[src/rtl/ws_pkg.sv]
package ws_pkg;
  typedef enum logic [2:0] {
    PH_IDLE = 3'd0,
    PH_T1   = 3'd1,
    PH_T2   = 3'd2,
    PH_T3   = 3'd3,
    PH_TW   = 3'd4,
    PH_T4   = 3'd5
  } bus_ph_e;
endpackage

[src/rtl/ws_cfg_mux.sv]
module ws_cfg_mux #(
  parameter int NUM_CS = 4,
  parameter int WAIT_W = 4,
  localparam int CS_W = (NUM_CS > 1) ? $clog2(NUM_CS) : 1
) (
  input  logic [CS_W-1:0]          sel,
  input  logic [NUM_CS*WAIT_W-1:0] cnt_all,
  input  logic [NUM_CS-1:0]        use_all,
  input  logic [NUM_CS-1:0]        nnr_all,
  output logic [WAIT_W-1:0]        cnt_sel,
  output logic                     use_sel,
  output logic                     nnr_sel
);
  logic [WAIT_W-1:0] cnt_arr [NUM_CS];

  for (genvar g = 0; g < NUM_CS; g++) begin : g_unpack
    assign cnt_arr[g] = cnt_all[g*WAIT_W +: WAIT_W];
  end

  always_comb begin
    cnt_sel = '0;
    use_sel = 1'b0;
    nnr_sel = 1'b0;
    for (int i = 0; i < NUM_CS; i++) begin
      if (sel == CS_W'(i)) begin
        cnt_sel = cnt_arr[i];
        use_sel = use_all[i];
        nnr_sel = nnr_all[i];
      end
    end
  end
endmodule

[src/rtl/ws_wait_ctr.sv]
module ws_wait_ctr #(
  parameter int WAIT_W = 4
) (
  input  logic              clk,
  input  logic              rst_n,
  input  logic              load,
  input  logic [WAIT_W-1:0] load_val,
  input  logic              dec,
  output logic              expired
);
  logic [WAIT_W-1:0] cnt_q;

  always_ff @(posedge clk) begin
    if (!rst_n)          cnt_q <= '0;
    else if (load)       cnt_q <= load_val;
    else if (dec && cnt_q != '0) cnt_q <= cnt_q - 1'b1;
  end

  assign expired = (cnt_q == '0);
endmodule

[src/rtl/ws_ready_qual.sv]
module ws_ready_qual (
  input  logic clk,
  input  logic rst_n,
  input  logic load,
  input  logic use_in,
  input  logic nnr_in,
  input  logic track,
  input  logic ready_in,
  output logic ready_ok
);
  logic use_q, nnr_q, seen_q;

  always_ff @(posedge clk) begin
    if (!rst_n) begin
      use_q  <= 1'b0;
      nnr_q  <= 1'b0;
      seen_q <= 1'b0;
    end else if (load) begin
      use_q  <= use_in;
      nnr_q  <= nnr_in;
      seen_q <= 1'b0;
    end else if (track) begin
      seen_q <= seen_q | ready_in;
    end
  end

  assign ready_ok = !use_q || ready_in || (nnr_q && seen_q);
endmodule

[src/rtl/ws_gen.sv]
module ws_gen
  import ws_pkg::*;
#(
  parameter int NUM_CS = 4,
  parameter int WAIT_W = 4,
  localparam int CS_W = (NUM_CS > 1) ? $clog2(NUM_CS) : 1
) (
  input  logic                     clk,
  input  logic                     rst_n,
  input  logic                     cyc_start,
  input  logic [CS_W-1:0]          cs_idx,
  input  logic [NUM_CS*WAIT_W-1:0] wait_cfg,
  input  logic [NUM_CS-1:0]        rdy_use,
  input  logic [NUM_CS-1:0]        rdy_nnr,
  input  logic                     ready_in,
  output logic [2:0]               bus_state,
  output logic                     extend,
  output logic                     latch_stb,
  output logic                     busy
);
  bus_ph_e           ph_q, ph_d;
  logic              start_ok, in_wait, cnt_done, rdy_ok;
  logic [WAIT_W-1:0] sel_cnt;
  logic              sel_use, sel_nnr;

  assign start_ok = cyc_start && (ph_q == PH_IDLE || ph_q == PH_T4);
  assign in_wait  = (ph_q == PH_T3) || (ph_q == PH_TW);

  ws_cfg_mux #(.NUM_CS(NUM_CS), .WAIT_W(WAIT_W)) u_mux (
    .sel     (cs_idx),
    .cnt_all (wait_cfg),
    .use_all (rdy_use),
    .nnr_all (rdy_nnr),
    .cnt_sel (sel_cnt),
    .use_sel (sel_use),
    .nnr_sel (sel_nnr)
  );

  ws_wait_ctr #(.WAIT_W(WAIT_W)) u_ctr (
    .clk      (clk),
    .rst_n    (rst_n),
    .load     (start_ok),
    .load_val (sel_cnt),
    .dec      (in_wait),
    .expired  (cnt_done)
  );

  ws_ready_qual u_rdy (
    .clk      (clk),
    .rst_n    (rst_n),
    .load     (start_ok),
    .use_in   (sel_use),
    .nnr_in   (sel_nnr),
    .track    (busy && ph_q != PH_T4),
    .ready_in (ready_in),
    .ready_ok (rdy_ok)
  );

  always_comb begin
    ph_d = ph_q;
    unique case (ph_q)
      PH_IDLE: if (start_ok) ph_d = PH_T1;
      PH_T1:   ph_d = PH_T2;
      PH_T2:   ph_d = PH_T3;
      PH_T3,
      PH_TW:   ph_d = (cnt_done && rdy_ok) ? PH_T4 : PH_TW;
      PH_T4:   ph_d = start_ok ? PH_T1 : PH_IDLE;
      default: ph_d = PH_IDLE;
    endcase
  end

  always_ff @(posedge clk) begin
    if (!rst_n) ph_q <= PH_IDLE;
    else        ph_q <= ph_d;
  end

  assign bus_state = ph_q;
  assign extend    = (ph_q == PH_TW);
  assign latch_stb = (ph_q == PH_T4);
  assign busy      = (ph_q != PH_IDLE);
endmodule

[config.mk]
export PLATFORM = sky130hd
export DESIGN_NAME = ws_gen
export DESIGN_NICKNAME = d
export VERILOG_FILES = /design/src/rtl/ws_pkg.sv /design/src/rtl/ws_cfg_mux.sv /design/src/rtl/ws_wait_ctr.sv /design/src/rtl/ws_ready_qual.sv /design/src/rtl/ws_gen.sv
export SDC_FILE = /design/constraint.sdc
export NUM_CORES = 1
export LEC_CHECK = 0
export BUFFER_PORTS_ARGS = -buffer_cell sky130_fd_sc_hd__buf_2
export CAP_MARGIN = 25
export CORE_MARGIN = 2
export CORE_UTILIZATION = 44
export CTS_CLUSTER_SIZE = 24
export DETAILED_ROUTE_END_ITERATION = 7
export PLACE_DENSITY = 0.79
export SLEW_MARGIN = 0
export SYNTH_ARGS = -nofsm -noshare
export SYNTH_HDL_FRONTEND = slang
export SYNTH_HIERARCHICAL = 1
export SYNTH_SLANG_ARGS = --single-unit
export TNS_END_PERCENT = 100
[constraint.sdc]
create_clock -name clk -period 2.2 [get_ports clk]
set_clock_uncertainty 0.05 [all_clocks]
set_input_delay 0.55 -clock clk [delete_from_list [all_inputs] [get_ports clk]]
set_output_delay 0.55 -clock clk [all_outputs]
set_load 0.005 [all_outputs]
==> metrics.md <==
| Metric | Value |
|---|---|
| Max clock buf depth | 2 |
| Max Freq | 541.7 MHz |
| Worst Max-Slew Pin Slew | roughly 0.37 ns |
| Synth area leaders | dfxtp_1 (27%), mux4_2 (18%), mux2i_1 (4.1%) |
| Met2 routed WL | 721 um |
| Sw frac | 0.3459 |
| CTS tree | built |
| Layout area overhead | 27.74% |
| Synthesized flop and latch total | 10 |
| HP Start | u_ctr/cnt_q[2]$_SDFFE_PN0P_ |
| Synthesized area | 730.7 um^2 |
| Boundary Pins | 36 |
| Arrival @ worst endpoint | 1.25 ns |
| Pwr/cell area | 713.4 nW/um^2 |
| Setup Fix Bufs, Post-CTS | 0 |
| Sum Neg Setup Slack | 0 ns |
| Largest net degree at the start of global routing | 12 |
| Met1 wire length | 659 um |
| CP Max Fanout | 8 |
| Maximum vdd drop | 434.5 uV |
| Final Slew Violations | 0 |
| Synth warn | 6 |
| Total wire length | 1536 um |
| Worst-path clk slew | 0.06 ns |
| Starting Density | 0.4795 |
| RSZ-0062 raised after global routing | no |
| Initial DRC count | 12 |
| DRC violations left | 0 |
| Top-area cell type share of the netlist area | 0.2740 |
| Critical path class | flop to primary output |
| N_diodes | 0 |
| EDFF count, synth | 0 |
| Fill count | roughly 140 |
| Final setup margin | 0.3538 ns |
| Static leakage | 0.4070 nW |
| Total CTS buffers | 3 |
| GRT overflow | 0 |
| Share of layout cells above drive strength 1 | 0.4954 |
| Core footprint | 1524 um^2 |
| Vias per inst | 5.664 |
| Post-Syn Instances | 72 |
| Max-Cap Viols | 0 |
| Post-synthesis sequential area ratio | 0.2740 |
| Setup WS pre-CTS | 0.4115 ns |
| Final period util | 0.8392 |
| R2R Path Start | bus_state[0]$_SDFFE_PN0P_ |
| WHS Endpoint | u_ctr/cnt_q[2]$_SDFFE_PN0P_ |
| Mean post-synth cell area | 10.15 um^2 |
| Die Span X | around 45 um |
| Logic pwr share | 0.427 |
| R2R cell count | 6 |
| Wirelength per Cell | 12.29 um |
| Synth Flop Type | dfxtp_1 |
| # setup viols final | 0 |
| Clock power frac | 0.183 |
| CP required | 1.60 ns |
| Vias in the first global route | a little over 600 |
| Netlist cell types | 33 |
| Tightest Hold Check Type | flop to flop |
| Drt pass-1 iters | 4 |
| Cts repair resizes | 0 |
| Global-route wire length before repair | 2470 um |
| Worst hold path stage count | 2 |
| Psw | approximately 0.23 mW |
| Crit path launch type | flop |
| Synthesized Nets | 103 |
| Die Footprint | 2003 um^2 |
| Post-route minimum period | between 1.5 and 2 ns |
| # clock sinks | 10 |
| FFs w/ async S/R, synth | 0 |
| CP startpoint | bus_state[1]$_SDFFE_PN0P_ |
| Rows | 14 |
| Critical Path End Type | primary output |
| Clock root buffer | clkbuf_4 |
| Cell taking the most area after synthesis | dfxtp_1 |
| HPWL Detailed | around 1200 um |
| GP Congestion | 0.7513 |
| Worst skew pair latency | 0.26 ns |
| Initial antenna violation count | 0 |
| Flop-to-flop setup slack | 0.41 ns |
| Rel. slew slack | 0.7537 |
| NumNets Final | 142 |
| Metal3 WL | about 130 um |
| GR Util All Layers | 0.1684 |
| DIE HEIGHT | 44.75 um |
| Reg power frac | 0.390 |
| Post-route ant nets | 0 |
| Top sig layer | met4 |
| Port bufs | 35 |
| Internal Power | ~0.44 mW |
| R2r endpoint | u_ctr/cnt_q[1]$_SDFFE_PN0P_ |
| Status | finished clean |
| Final hold vios | 0 |
| Htree depth | 1 |
| Hold buffer count at CTS | 0 |
| DR vias | 708 |
-- metrics by stage --
step	std cells	instance area [um^2]	total power, mW	util	hold slack (ns)
after CTS	125	933.4	0.6688	0.6125	0.4782
final	125	933.4	0.6659	0.6125	0.4820
after global placement	122	910.9	0.5325	0.5977	0.4539
after global routing	125	933.4	0.7090	0.6125	0.4925
after floorplan	72	730.7	0.4706	-	0.4325
after detailed placement	122	910.9	0.5440	0.5977	0.4694
-- worst max-delay path: stages, from the launching register on --
cell	delay, ns
dfxtp_1	0.45
and2b_2	0.27
and2_1	0.15
buf_2	0.12
-- flip-flops by register name, summed over array words and instances, names as in the netlist --
name	flops
u_rdy/use_q	1
u_rdy/seen_q	1
u_ctr/cnt_q	4
u_rdy/nnr_q	1
bus_state	3
-- power by group through the flow --
stage / Combinational [mW] / Clock [mW] / Sequential [mW]
2_1_floorplan: 0.224 / 0 / 0.247
3_3_place_gp: 0.274 / 0 / 0.258
3_5_place_dp: 0.282 / 0 / 0.262
4_1_cts: 0.286 / 0.124 / 0.258
5_1_grt: 0.316 / 0.129 / 0.264
6_report: 0.285 / 0.122 / 0.260
-- area by class of cell --
cell class	instances	area, um^2	share of cell area
Tap cell	16	20.02	0.02145
Clock buffer	3	22.52	0.02413
Sequential cell	10	200.2	0.2145
Timing Repair Buffer	36	182.7	0.1957
Multi-Input combinational cell	54	484.2	0.5188
Inverter	6	23.77	0.02547
-- logic make-up after synthesis --
group,after synthesis,share of synthesized area
xor gates and xnor gates,1,0.01199
DFF,10,0.2740
and+or+nand+nor,30,0.2637
buffers and inverters,8,0.06335
adders and majority gates,1,0.01712
AOI/OAI and AO/OA,13,0.1438
muxes,9,0.2260
-- layout by cell type, fill, tap and decap left out --
cell type / Yosys / layout
nand4_1: 1 / 1
and2b_2: 1 / 1
or3_4: 1 / 1
a21oi_1: 4 / 4
nand3b_1: 3 / 3
nor2b_1: 2 / 2
clkinv_2: 1 / 1
a311oi_2: 1 / 1
nand3_1: 4 / 4
o21ai_1: 1 / 1
clkbuf_4: 0 / 3
nor2b_2: 1 / 1
or3b_4: 1 / 1
xnor2_1: 1 / 1
o21ai_0: 1 / 1
mux4_2: 6 / 6
a311oi_1: 1 / 1
nand2_1: 4 / 4
nor2_1: 5 / 5
nand4b_1: 1 / 1
o21ai_2: 1 / 1
o21a_1: 1 / 1
and2_1: 2 / 2
buf_2: 0 / 35
buf_4: 0 / 1
o2111ai_1: 1 / 1
inv_1: 5 / 5
nand2b_1: 1 / 1
o21bai_1: 1 / 1
mux2i_1: 3 / 3
nor3b_1: 2 / 2
dfxtp_1: 10 / 10
a21boi_4: 1 / 1
nor4b_2: 1 / 1
ha_1: 1 / 1
-- worst max-delay path by stage --
stage / endpoint / slack [ns] / cells after the start
2_1_floorplan: u_ctr/cnt_q[3]$_SDFFE_PN0P_ / 0.53 / 7
3_3_place_gp: u_ctr/cnt_q[3]$_SDFFE_PN0P_ / 0.47 / 6
3_5_place_dp: u_ctr/cnt_q[3]$_SDFFE_PN0P_ / 0.41 / 6
4_1_cts: latch_stb / 0.35 / 3
5_1_grt: u_ctr/cnt_q[3]$_SDFFE_PN0P_ / 0.22 / 6
6_report: latch_stb / 0.35 / 3
-- cell usage after synthesis, types with 2 or more instances --
cell type  number
dfxtp_1        10
mux4_2          6
inv_1           5
nor2_1          5
a21oi_1         4
nand2_1         4
nand3_1         4
mux2i_1         3
nand3b_1        3
and2_1          2
buf_6           2
nor2b_1         2
nor3b_1         2
-- routing by layer --
layer	track usage	vias to the layer above
met5	0	-
met4	0.07273	0
met3	0.03600	4
met2	0.3101	40
met1	0.1832	316
li1	-	348
Note: power is estimated with default switching activity, not from simulation.
